File: src/rtl/codec_mode_pkg.sv
package codec_mode_pkg;
   typedef enum logic [1:0] {
      MODE_OFF = 2'b00,
      MODE_TXO = 2'b01,
      MODE_RXO = 2'b10,
      MODE_DUP = 2'b11
   } chan_mode_t;

   localparam int SRC_FSX = 0;
   localparam int SRC_FSR = 1;
   localparam int SRC_MCX = 2;
   localparam int SRC_MCR = 3;
   localparam int SRC_RBC = 4;
   localparam int SRC_PDN = 5;
   localparam int NSRC    = 6;

   localparam int KHZ_1536 = 1536;
   localparam int KHZ_2048 = 2048;
endpackage

File: src/rtl/act_detect.sv
module act_detect #(
   parameter int WINDOW = 20000
) (
   input  logic clk,
   input  logic rst_n,
   input  logic sig_i,
   output logic active_o,
   output logic level_o,
   output logic edge_o,
   output logic rise_o
);
   localparam int CW = $clog2(WINDOW + 1);
   localparam logic [CW-1:0] CMAX = CW'(WINDOW);

   logic          prev_q;
   logic [CW-1:0] quiet_q;

   assign edge_o   = sig_i ^ prev_q;
   assign rise_o   = sig_i & ~prev_q;
   assign level_o  = prev_q;
   assign active_o = (quiet_q != CMAX);

   always_ff @(posedge clk) begin
      if (!rst_n) begin
         prev_q  <= 1'b0;
         quiet_q <= CMAX;
      end else begin
         prev_q <= sig_i;
         if (edge_o)
            quiet_q <= '0;
         else if (quiet_q != CMAX)
            quiet_q <= quiet_q + 1'b1;
      end
   end


   edge_sets_active_chk: assert property (@(posedge clk) disable iff (!rst_n)
      edge_o |=> active_o);


   quiet_stays_static_chk: assert property (@(posedge clk) disable iff (!rst_n)
      (!edge_o && !active_o) |=> !active_o);
endmodule

File: src/rtl/idle_timer.sv
module idle_timer #(
   parameter int LIMIT = 250000
) (
   input  logic clk,
   input  logic rst_n,
   input  logic kick_i,
   output logic expired_o
);
   localparam int TW = $clog2(LIMIT + 1);
   localparam logic [TW-1:0] TMAX = TW'(LIMIT);

   logic [TW-1:0] cnt_q;

   assign expired_o = (cnt_q == TMAX);

   always_ff @(posedge clk) begin
      if (!rst_n)
         cnt_q <= TMAX;
      else if (kick_i)
         cnt_q <= '0;
      else if (cnt_q != TMAX)
         cnt_q <= cnt_q + 1'b1;
   end


   kick_clears_expiry_chk: assert property (@(posedge clk) disable iff (!rst_n)
      kick_i |=> !expired_o);


   expiry_sticks_chk: assert property (@(posedge clk) disable iff (!rst_n)
      (expired_o && !kick_i) |=> expired_o);
endmodule

File: src/rtl/mode_fsm.sv
module mode_fsm
   import codec_mode_pkg::*;
(
   input  logic       clk,
   input  logic       rst_n,
   input  logic       fsx_act_i,
   input  logic       fsr_act_i,
   input  logic       fsx_rise_i,
   input  logic       pdn_forced_i,
   input  logic       idle_exp_i,
   output chan_mode_t mode_o,
   output logic       dx_ready_o
);
   chan_mode_t mode_q, mode_nxt;
   logic [1:0] wake_q;

   always_comb begin
      mode_nxt = mode_q;
      if (pdn_forced_i)
         mode_nxt = MODE_OFF;
      else if (fsx_act_i && fsr_act_i)
         mode_nxt = MODE_DUP;
      else if (fsx_act_i)
         mode_nxt = MODE_TXO;
      else if (fsr_act_i)
         mode_nxt = MODE_RXO;
      else if (idle_exp_i)
         mode_nxt = MODE_OFF;
   end

   always_ff @(posedge clk) begin
      if (!rst_n) begin
         mode_q <= MODE_OFF;
         wake_q <= 2'd0;
      end else begin
         mode_q <= mode_nxt;
         if (mode_q == MODE_OFF)
            wake_q <= 2'd0;
         else if (fsx_rise_i && wake_q != 2'd2)
            wake_q <= wake_q + 2'd1;
      end
   end

   assign mode_o     = mode_q;
   assign dx_ready_o = mode_q[0] & (wake_q == 2'd2);


   pdn_forces_off_chk: assert property (@(posedge clk) disable iff (!rst_n)
      pdn_forced_i |=> (mode_q == MODE_OFF));


   quiet_holds_mode_chk: assert property (@(posedge clk) disable iff (!rst_n)
      (!fsx_act_i && !fsr_act_i && !idle_exp_i && !pdn_forced_i) |=> (mode_q == $past(mode_q)));


   wake_needs_sync_chk: assert property (@(posedge clk) disable iff (!rst_n)
      (mode_q == MODE_OFF) |=> (mode_q == MODE_OFF) || $past(fsx_act_i || fsr_act_i));


   both_syncs_duplex_chk: assert property (@(posedge clk) disable iff (!rst_n)
      (!pdn_forced_i && fsx_act_i && fsr_act_i) |=> (mode_q == MODE_DUP));


   off_blocks_driver_chk: assert property (@(posedge clk) disable iff (!rst_n)
      (mode_q == MODE_OFF) |=> !dx_ready_o);
endmodule

File: src/rtl/codec_mode_ctrl.sv
module codec_mode_ctrl
   import codec_mode_pkg::*;
#(
   parameter int ACT_WINDOW   = 20000,
   parameter int IDLE_CYCLES  = 250000,
   parameter bit LAW_A        = 1'b0,
   parameter int ALAW_LOW_KHZ = 1544,
   parameter int FREQ_W       = 12
) (
   input  logic              clk,
   input  logic              rst_n,
   input  logic              fsx_i,
   input  logic              fsr_i,
   input  logic              mclkx_i,
   input  logic              mclkr_i,
   input  logic              rbclk_sel_i,
   input  logic              pdn_i,
   output logic [1:0]        mode_o,
   output logic              tx_en_o,
   output logic              rx_en_o,
   output logic              rx_mute_o,
   output logic              dx_oe_o,
   output logic              mclk_rx_sel_o,
   output logic              bclk_shared_o,
   output logic [FREQ_W-1:0] exp_mclk_khz_o
);
   localparam logic [FREQ_W-1:0] F_1536 = FREQ_W'(KHZ_1536);
   localparam logic [FREQ_W-1:0] F_2048 = FREQ_W'(KHZ_2048);
   localparam logic [FREQ_W-1:0] F_ALOW = FREQ_W'(ALAW_LOW_KHZ);

   if (ACT_WINDOW < 2) begin : g_bad_window
      $error("ACT_WINDOW must be at least 2");
   end
   if (IDLE_CYCLES <= ACT_WINDOW) begin : g_bad_idle
      $error("IDLE_CYCLES must exceed ACT_WINDOW");
   end
   if (ALAW_LOW_KHZ != 1536 && ALAW_LOW_KHZ != 1544) begin : g_bad_alow
      $error("ALAW_LOW_KHZ must be 1536 or 1544");
   end
   if (FREQ_W < 12) begin : g_bad_fw
      $error("FREQ_W must hold 2048");
   end

   logic [NSRC-1:0] pins, act, lvl, edg, rise;

   assign pins = {pdn_i, rbclk_sel_i, mclkr_i, mclkx_i, fsr_i, fsx_i};

   for (genvar g = 0; g < NSRC; g++) begin : g_det
      act_detect #(.WINDOW(ACT_WINDOW)) u_det (
         .clk      (clk),
         .rst_n    (rst_n),
         .sig_i    (pins[g]),
         .active_o (act[g]),
         .level_o  (lvl[g]),
         .edge_o   (edg[g]),
         .rise_o   (rise[g])
      );
   end

   logic pdn_forced, idle_exp, sync_kick, dx_ready, sel_hi;
   chan_mode_t mode;

   assign pdn_forced = ~act[SRC_PDN] & lvl[SRC_PDN];
   assign sync_kick  = edg[SRC_FSX] | edg[SRC_FSR];

   idle_timer #(.LIMIT(IDLE_CYCLES)) u_idle (
      .clk       (clk),
      .rst_n     (rst_n),
      .kick_i    (sync_kick),
      .expired_o (idle_exp)
   );

   mode_fsm u_fsm (
      .clk          (clk),
      .rst_n        (rst_n),
      .fsx_act_i    (act[SRC_FSX]),
      .fsr_act_i    (act[SRC_FSR]),
      .fsx_rise_i   (rise[SRC_FSX]),
      .pdn_forced_i (pdn_forced),
      .idle_exp_i   (idle_exp),
      .mode_o       (mode),
      .dx_ready_o   (dx_ready)
   );

   assign mode_o        = mode;
   assign tx_en_o       = mode[0];
   assign rx_en_o       = mode[1];
   assign rx_mute_o     = ~mode[1];
   assign dx_oe_o       = dx_ready;
   assign mclk_rx_sel_o = (mode == MODE_RXO) & act[SRC_MCR];
   assign bclk_shared_o = ~act[SRC_RBC];
   assign sel_hi        = act[SRC_RBC] | lvl[SRC_RBC];

   if (LAW_A) begin : g_law_a
      assign exp_mclk_khz_o = sel_hi ? F_2048 : F_ALOW;
   end else begin : g_law_mu
      assign exp_mclk_khz_o = sel_hi ? F_1536 : F_2048;
   end


   freq_legal_chk: assert property (@(posedge clk) disable iff (!rst_n)
      (exp_mclk_khz_o == F_2048) || (exp_mclk_khz_o == (LAW_A ? F_ALOW : F_1536)));


   tx_only_mutes_rx_chk: assert property (@(posedge clk) disable iff (!rst_n)
      (!pdn_forced && act[SRC_FSX] && !act[SRC_FSR]) |=> (tx_en_o && rx_mute_o));


   rx_only_no_driver_chk: assert property (@(posedge clk) disable iff (!rst_n)
      (!pdn_forced && !act[SRC_FSX] && act[SRC_FSR]) |=> (!dx_oe_o && !tx_en_o));
endmodule

File: config.mk
export PLATFORM = sky130hd
export DESIGN_NAME = codec_mode_ctrl
export DESIGN_NICKNAME = d
export VERILOG_FILES = /design/src/rtl/codec_mode_pkg.sv /design/src/rtl/act_detect.sv /design/src/rtl/idle_timer.sv /design/src/rtl/mode_fsm.sv /design/src/rtl/codec_mode_ctrl.sv
export SDC_FILE = /design/constraint.sdc
export NUM_CORES = 1
export LEC_CHECK = 0
export BUFFER_PORTS_ARGS = -buffer_cell sky130_fd_sc_hd__buf_2
export CORE_MARGIN = 1.5
export CORE_UTILIZATION = 55
export DETAILED_ROUTE_END_ITERATION = 10
export PLACE_DENSITY = 0.73
export RECOVER_POWER = 50
export SLEW_MARGIN = 20
export SYNTH_ARGS = -nofsm -noshare
export SYNTH_HDL_FRONTEND = slang
export SYNTH_SLANG_ARGS = --single-unit
export TNS_END_PERCENT = 10
File: constraint.sdc
create_clock -name clk -period 2.2 [get_ports clk]
set_input_delay 0.22 -clock clk [delete_from_list [all_inputs] [get_ports clk]]
set_output_delay 0.22 -clock clk [all_outputs]
set_load 0.01 [all_outputs]
# After elaboration in Yosys (flattened, before gate mapping)
# Index checks and enable logic that the tools add are counted.
# classes
n_eq_ne,10
n_bitwise,16
add_sub_neg,7
reduce_logical,18
mux,17
# ops
cell,count
2-to-1 mux 15 bit,10
adder 15 x 1 -> 15 bit (second input constant),5
!= test 15 bit (second input constant),5
2-to-1 mux 18 bit,2
adder 18 x 1 -> 18 bit (second input constant),1
== test 18 bit (second input constant),1
!= test 18 bit (second input constant),1
OR reduction 2 bit,8
2-to-1 mux 12 bit,1
nonzero test 2 bit,6
2-to-1 mux 2 bit,4
NOT 1 bit,5
XOR 1 bit,5
bitwise AND 1 bit,4
== test 2 bit (second input constant),2
nonzero test 4 bit,1
adder 2 x 1 -> 2 bit (second input constant),1
logical AND 1 bit,2
zero test 2 bit,1
!= test 2 bit (second input constant),1
bitwise OR 1 bit,2
# totals
regBits,102
word_cells,87
output_inout_bits,20
input_bits,8

# Depth between registers and ports, before layout
# Gate-level depths: netlist of the first run.
# logic_depth
depth_word,5
ltp_mapped,8
ltp_nobuf,6

# Hierarchy
# A second synthesis of the first run with hierarchy kept.
# unflattened
hier_cells,620
hier_area_um2,5450.2
# by_module_without_submodules
module,seq_area_each_um2,area_per_inst_um2,instances,cells_per_inst
act_detect,320.3,839.6,5,94
idle_timer,360.3,930.9,1,109
mode_fsm,80.1,181.4,1,20
codec_mode_ctrl,0.0,140.1,1,21

# Least setup slack after synthesis of the first run
# Ideal clock, no wire load.
# synth_timing
kind,reg2out
startpoint,register g_det[4].u_det.quiet_q[2]
endpoint,output port exp_mclk_khz_o[10]
path_stages_with_launch,6
arrival_ps,1871
n_path_buf,2
required_ps,1980
slack_ps,109
cell_sequence,dfxtp_1 > or4_1 > or4_1 > buf_2 > or2_4 > buf_4
# synth_via
elab_chain_cells,3
# synth_lines
element,line,text
start: declaration,act_detect.sv:16,logic [CW-1:0] quiet_q;
start signal: assignment,act_detect.sv:32,quiet_q <= quiet_q + 1'b1;
!= test 15 bit,act_detect.sv:21,assign active_o = (quiet_q != CMAX);
bitwise OR 1 bit,codec_mode_ctrl.sv:92,assign sel_hi = act[SRC_RBC] | lvl[SRC_RBC];
net sel_hi,codec_mode_ctrl.sv:60,"logic pdn_forced, idle_exp, sync_kick, dx_ready, sel_hi;"
2-to-1 mux 12 bit,codec_mode_ctrl.sv:97,assign exp_mclk_khz_o = sel_hi ? F_1536 : F_2048;
end: declaration,codec_mode_ctrl.sv:25,output logic [FREQ_W-1:0] exp_mclk_khz_o
# The timed path passes the listed nets, and every way through them passes these cells.

# Final worst setup path of the first run
# layout_timing
startpoint,register g_det[4].u_det.quiet_q[6]
endpoint,output port exp_mclk_khz_o[9]
# layout_via
elab_chain_cells,3
# layout_lines
element,line
!= test 15 bit,act_detect.sv:21
bitwise OR 1 bit,codec_mode_ctrl.sv:92
2-to-1 mux 12 bit,codec_mode_ctrl.sv:97
# No other way between the ends.

==> results by group, run 1 <==
Clock network
  – Reg clk slew, reported paths: around 0.09 ns
  – CTS H-tree lvls: 3
  – Clock latency on the worst-skew pair: 0.37 ns
  – Max Root-Sink Buffers: 2
  – CTS root buffer: clkbuf_8
  – CTS tree: built
  – Sink Count: 102
  – Num CTS Buffers: 9

Worst setup path
  – Crit path from: g_det[4].u_det.quiet_q[6]
  – CP required: approximately 2.0 ns
  – R2R depth: 7
  – Worst R2R Setup Slack: around 0.18 ns
  – Worst R2R Start: g_det[3].u_det.quiet_q[0]
  – Worst path slowest cell: or4b_4
  – CP Buf/Inv Count: 1
  – CP Capture Type: primary output
  – CP Data Arrival Time: between 2 and 2.5 ns
  – CP endpoint: exp_mclk_khz_o[9]
  – Crit path max-delay family: simple AND/OR/NAND/NOR gates
  – Max incr delay on CP: about 0.53 ns
  – Cell Chain, Critical Path: or4b_4 -> or4_4 -> or2_4 -> buf_2
  – Crit-path max FO: 4
  – Crit path kind: reg2out
  – Crit. path cell count: 4
  – Crit start category: register
  – Reg2Reg Capture Point: g_det[3].u_det.quiet_q[2]

Synth
  – Synth area leaders: dfxtp_1, xnor2_1, xor2_1
  – Number of synthesis warnings: 0
  – EDFF count, synth: 0
  – Synth Area per Inst: 8.57 sq um
  – Post-Syn Area: around 5000 sq um
  – Most used flip-flop cell after synthesis: dfxtp_1
  – Synth area leader: dfxtp_1
  – Yosys cell types: 53
  – Ys async rst share: 0%
  – Area share of the largest cell type after synthesis: roughly two fifths
  – Mapped Cells: ~580
  – Seq/Total Area, Yosys: approximately 40%
  – Yosys reg bits: 102

STA
  – Final hold violation count: 0
  – Final worst path period share: 108%
  – Least-Margin Pin Slew: 1.08 ns
  – Worst clock skew: ~0.0080 ns
  – Maximum clock frequency: ~420 MHz
  – Max Slew Vio Count: 0
  – RSZ-0062 raised after global routing: true
  – TNS Setup: -0.860 ns
  – Fin crit period: ~2.4 ns
  – Max_slew headroom: 27.8%
  – Final Setup Violations: 5
  – Setup WS post-layout: -0.187 ns

Min path
  – Worst hold start: rbclk_sel_i
  – Min-Delay Path Class: in2reg
  – Hold Path Stages: 2

Floorplanning
  – Ports: 28
  – Core area: a little under 9000 sq um
  – Die Y: approximately 98 microns
  – Die width: around 98 microns
  – Starting density of the core: 56.9%
  – Row cnt: 34
  – DIE AREA: between 9000 and 10000 sq um

Placement
  – Placer Congestion: 0.820
  – IO buf count: 17
  – Post-DP HPWL: roughly 6600 microns

GRT
  – First-pass GRT wire length: between 15000 and 20000 microns
  – Vias in the first global route: 3808
  – Total gr overflow: 0
  – Largest net degree at the start of global routing: 26
  – Initial antenna violation count: 0
  – Gr usage total: 20.6%

Cells and area
  – Commonest non-fill, non-tap cell in the layout: dfxtp_1
  – Share of layout cells above drive strength 1: under 10%
  – Diodes inserted: 0
  – Syn-to-layout area delta: 8.38%
  – Nets: around 620
  – Most frequent cells in the layout: dfxtp_1, nor2_1, xnor2_1, nand3_1, inv_1

Route
  – Routed Antenna Nets: 0
  – Drt first pass iters: 4
  – Total Routed Length: roughly 9300 microns
  – Post-route DRC: 0
  – Vias: approximately 4.0k
  – Drt wl/cell: around 13 microns
  – Drt initial violations: 150
  – Drt via density: roughly 5.6

Pwr
  – Reg power frac: between 50% and 60%
  – P_leak: about 1.9 nW
  – Sw Ratio: about a quarter
  – Total power: 3.74 mW
  – Worst-case vdd ir drop: 0.488 mV
  – Net load switching power: about 0.93 mW
  – Cell Pwr Density: roughly 690 nW/um^2
  – Combinational share of power: about a tenth
  – Internal Dissipation: 2.81 mW
  – Clock network power share: 35.5%

Status
  – Failing checks: negative setup slack
  – Status: finished, violations left

Run
  – Max-cap viol count: 0
==> cell type report <==
class                   instances  area [sq um]
well taps                     108           135
flip-flops and latches        102          2050
multi-input cells             423          2700
fillers                       775          3360
clock inverters                 5          81.3
clock buffers                  11           151
repair buffers                 29           161
inverters                      35           131
==> power by group through the flow <==
stage | Sequential [mW] | Combinational [mW] | Clock, mW
6_report | 2.02 | 0.399 | 1.33
5_1_grt | 2.03 | 0.460 | 1.42
4_1_cts | 2.01 | 0.404 | 1.37
3_5_place_dp | 2.06 | 0.396 | 0
3_3_place_gp | 2.05 | 0.385 | 0
2_1_floorplan | 2.04 | 0.315 | 0
==> repair_timing <==
item / 4_1_cts / 5_1_grt
gates cloned: 0 / 0
setup buffers: 1 / 1
hold buffers: 0 / 0
pin swaps: 0 / 1
resized for setup: 6 / 6
endpoints found under the setup margin: 5 / 5
==> routing by layer <==
metal	wire, microns	global-route usage, %	part of all wire (%)
met1	4420	26.0	47
met2	4440	34.9	48
met3	330	4.87	3.5
met4	123	6.39	1.3
met5	0	0	0
==> through the flow <==
step                      area [sq um]  util (%)  instances  setup slack (ns)  hold slack [ns]
after floorplan                   5020         -        590             0.109            0.342
after global placement            5150      58.8        695             0.168            0.449
after detailed placement          5150      58.8        695             0.151            0.457
after CTS                         5410      61.7        712            -0.200           0.0690
after global routing              5410      61.7        713            -0.258           0.0768
final                             5410      61.7        713            -0.187           0.0820
==> flip-flops by register name, summed over array words and instances (netlist names) <==
name / flops
u_idle.cnt_q: 18
g_det.u_det.level_o: 5
u_fsm.mode_o: 2
g_det.u_det.quiet_q: 75
u_fsm.wake_q: 2
==> synth_stat cells (all sizes together), types with 2 or more instances <==
master	count
a21oi	21
a311o	2
and2	10
and3	8
and4	4
buf	17
clkbuf	13
dfxtp	102
ha	14
inv	35
mux2i	7
nand2	29
nand2b	4
nand3	34
nand3b	7
nand4	20
nand4b	3
nor2	58
nor3	20
nor4	17
nor4b	4
o211ai	5
o21ai	35
o311ai	3
or2	4
or3	10
or3b	2
or4	6
or4b	5
xnor2	41
xor2	28
==> worst min path at each step <==
stage	end	slack [ns]
4_1_cts	g_det[4].u_det.level_o	0.07
3_3_place_gp	g_det[0].u_det.level_o	0.45
3_5_place_dp	g_det[4].u_det.level_o	0.46
2_1_floorplan	g_det[1].u_det.level_o	0.34
5_1_grt	g_det[4].u_det.level_o	0.08
6_report	g_det[4].u_det.level_o	0.08
==> kinds of logic after synthesis <==
group | count (synthesis) | synth area share [%]
multiplexers | 7 | 1.40
AO/OA/AOI/OAI | 74 | 8.70
buffers and inverters | 65 | 5.92
other | 1 | 0.0752
AND/OR/NAND/NOR | 250 | 27.4
flip-flops | 102 | 40.9
XOR/XNOR | 69 | 12.1
adder cells (fa/ha/maj) | 14 | 3.51
No activity file was read; power rests on OpenSTA's default activity.
==> run 2, diff against run 1 <==
--- a/config.mk
+++ b/config.mk
@@ -6,9 +6,10 @@
 export NUM_CORES = 1
 export LEC_CHECK = 0
 export BUFFER_PORTS_ARGS = -buffer_cell sky130_fd_sc_hd__buf_2
-export CORE_MARGIN = 1.5
+export CORE_MARGIN = 2
 export CORE_UTILIZATION = 55
 export DETAILED_ROUTE_END_ITERATION = 10
+export MAX_ROUTING_LAYER = met4
 export PLACE_DENSITY = 0.73
 export RECOVER_POWER = 50
 export SLEW_MARGIN = 20
==> run 2 against run 1 <==
  * The flow still finishes with violations (negative setup slack)
  * Total power grew 0.74%
  * Sequential cell count is the same
  * Fmax shrank 1.9%
  * Die area grew 2.0%
  * Critical path type unchanged
  * Clock skew grew 0.0022 ns
  * Count of clock-buffer cells in the layout shrank 1
  * Sequential share of layout area shrank 0.055 points
  * Sequential power is essentially flat
  * Clock power is essentially flat
  * Worst setup slack lost 0.047 ns
==> results by group, run 2 (synthesis gave the netlist of run 1 again) <==
Worst setup path
  – Worst R2R Setup Slack: approximately 0.19 ns
  – Crit path max-delay family: simple AND/OR/NAND/NOR gates
  – Worst path slowest cell: or4_4
  – Crit start category: register
  – CP Capture Type: primary output
  – Crit-path max FO: 3
  – Worst R2R Start: g_det[3].u_det.quiet_q[0]
  – Max incr delay on CP: 0.57 ns
  – Crit path from: g_det[4].u_det.quiet_q[8]
  – Cell Chain, Critical Path: or4b_1 -> or4_4 -> or2_4 -> inv_2 -> buf_6
  – CP Buf/Inv Count: 2
  – Crit path kind: reg2out
  – CP required: 1.98 ns
  – CP Data Arrival Time: 2.21 ns

Pwr
  – Cell Pwr Density: roughly 700 nW/um^2
  – Internal Dissipation: around 2.8 mW
  – Net load switching power: just over 0.9 mW
  – Reg power frac: between 50% and 60%
  – P_leak: ~1.9 nW
  – Total power: roughly 3.8 mW
  – Combinational share of power: a little over a tenth
  – Sw Ratio: 24.5%
  – Worst-case vdd ir drop: 0.386 mV
  – Clock network power share: 36.1%

STA
  – RSZ-0062 raised after global routing: true
  – Least-Margin Pin Slew: between 1 and 1.5 ns
  – Final hold violation count: 0
  – Final Setup Violations: 5
  – Setup WS post-layout: -0.234 ns
  – Worst clock skew: between 0.01 and 0.015 ns
  – Max_slew headroom: roughly a third
  – Maximum clock frequency: slightly above 400 MHz
  – Final worst path period share: 111%
  – Fin crit period: around 2.4 ns
  – Max Slew Vio Count: 0

GRT
  – Most Crowded Layer GR: met2
  – Met3 global-route usage: around 4.8%
  – M1 GR Usage: around a quarter
  – Gr usage total: a little over a fifth
  – Initial antenna violation count: 0
  – Vias in the first global route: about 3.8k
  – Largest net degree at the start of global routing: 25
  – Met2 usage: between 30% and 40%
  – First-pass GRT wire length: 16600 microns
  – Total gr overflow: 0

Route
  – Drt via density: 5.66
  – Drt initial violations: between 100 and 150
  – Drt wl/cell: ~13 microns
  – Vias: 4043
  – Drt first pass iters: 4
  – Total Routed Length: around 9500 microns
  – Post-route DRC: 0
  – Routed Antenna Nets: 0

Status
  – Status: finished, violations left
  – Failing checks: negative setup slack

Clock network
  – Sink Count: between 100 and 150
  – Reg clk slew, reported paths: 0.10 ns
  – CTS H-tree lvls: 3
  – CTS root buffer: clkbuf_8
  – # hold bufs at CTS: 0
  – Num CTS Buffers: 9
  – Max Root-Sink Buffers: 2
  – Clock latency on the worst-skew pair: roughly 0.36 ns
  – CTS tree: built

Placement
  – Place WS: between 0.15 and 0.2 ns
  – Placed cell count: 697
  – Post-DP HPWL: about 6700 microns
  – IO buf count: 17
  – Placed cell areas: 5170 sq um
  – Placer Congestion: 0.838

Floorplanning
  – Die width: a little under 100 microns
  – Die Y: between 90 and 100 microns
  – Ports: 28
  – DIE AREA: between 9000 and 10000 sq um
  – Core area: slightly below 9000 sq um
  – Row cnt: 34
  – Starting density of the core: between 50% and 60%

Run
  – Max-cap viol count: 0

Min path
  – Worst hold start: mclkr_i
  – Min-Delay Path Class: in2reg

Cells and area
  – Biggest register: g_det.u_det.quiet_q
  – Syn-to-layout area delta: 8.40%
  – Fin util: 61.7%
  – Reg area: 2050 sq um
  – Design Area, Final: roughly 5400 sq um
  – Largest register FFs: 75
  – Post-route insts no fill: 714
  – Most frequent cells in the layout: dfxtp_1, nor2_1, xnor2_1, nand3_1, inv_1
  – FILL cells: 769
  – Nets: 625
  – Diodes inserted: 0
  – Commonest non-fill, non-tap cell in the layout: dfxtp_1
  – Multi-input logic area: between 2000 and 3000 sq um
  – Share of layout cells above drive strength 1: around 7.4%
==> run 2: cell count changes in the layout (fill, tap and decap cells not counted), sizes merged <==
cell,change
clkinv,-2
bufinv,+1
clkbuf,+2
==> run 2: metal layers <==
metal / wire, microns / up-vias
li1: - / 2054
met1: 4480 / 1918
met2: 4590 / 58
met3: 264 / 13
met4: 124 / 0
met5: 0 / -
==> run 2: path summary, 6_finish.rpt <==
kind / cells past startpoint / to
worst max-delay path: 5 / exp_mclk_khz_o[11]
worst min register to register: 2 / g_det[0].u_det.quiet_q[13]
worst min-delay path: 2 / g_det[3].u_det.level_o
worst max register to register: 7 / g_det[3].u_det.quiet_q[2]
==> run 2: final cells by class <==
cell class | instances | share of cell area [%]
sequential | 102 | 37.8
inverter | 35 | 2.43
clock buffer | 10 | 2.36
multi-input combinational | 423 | 49.7
clock inverter | 4 | 1.80
timing repair buffer | 32 | 3.33
tap | 108 | 2.50
==> run 2: worst reg2reg max path: stages, from the launching register on <==
cell     delay, ns
dfxtp_2       0.33
inv_1         0.07
ha_1          0.13
or4b_1        0.42
or4_4         0.53
buf_4         0.17
a21bo_1       0.19
a21oi_2       0.10
==> run 2: power by group through the flow <==
stage | Clock, mW | Sequential (mW) | Combinational [mW]
after floorplan | 0 | 2.04 | 0.315
after global placement | 0 | 2.05 | 0.385
after detailed placement | 0 | 2.06 | 0.400
after CTS | 1.39 | 2.01 | 0.406
after global routing | 1.46 | 2.03 | 0.451
final | 1.36 | 2.01 | 0.396
==> run 2: timing repair <==
item                       in CTS  in global routing
cloned                          0                  0
setup endpoints to repair       5                  5
buffers inserted                0                  3
resized for setup               5                  2
pin swaps                       0                  3
==> run 2: metrics by stage <==
stage,TNS (ns),hold WS [ns]
floorplan,0,0.342
global placement,0,0.450
detailed placement,0,0.456
CTS,-0.911,0.0649
global route,-1.35,0.0773
finish,-0.954,0.0772
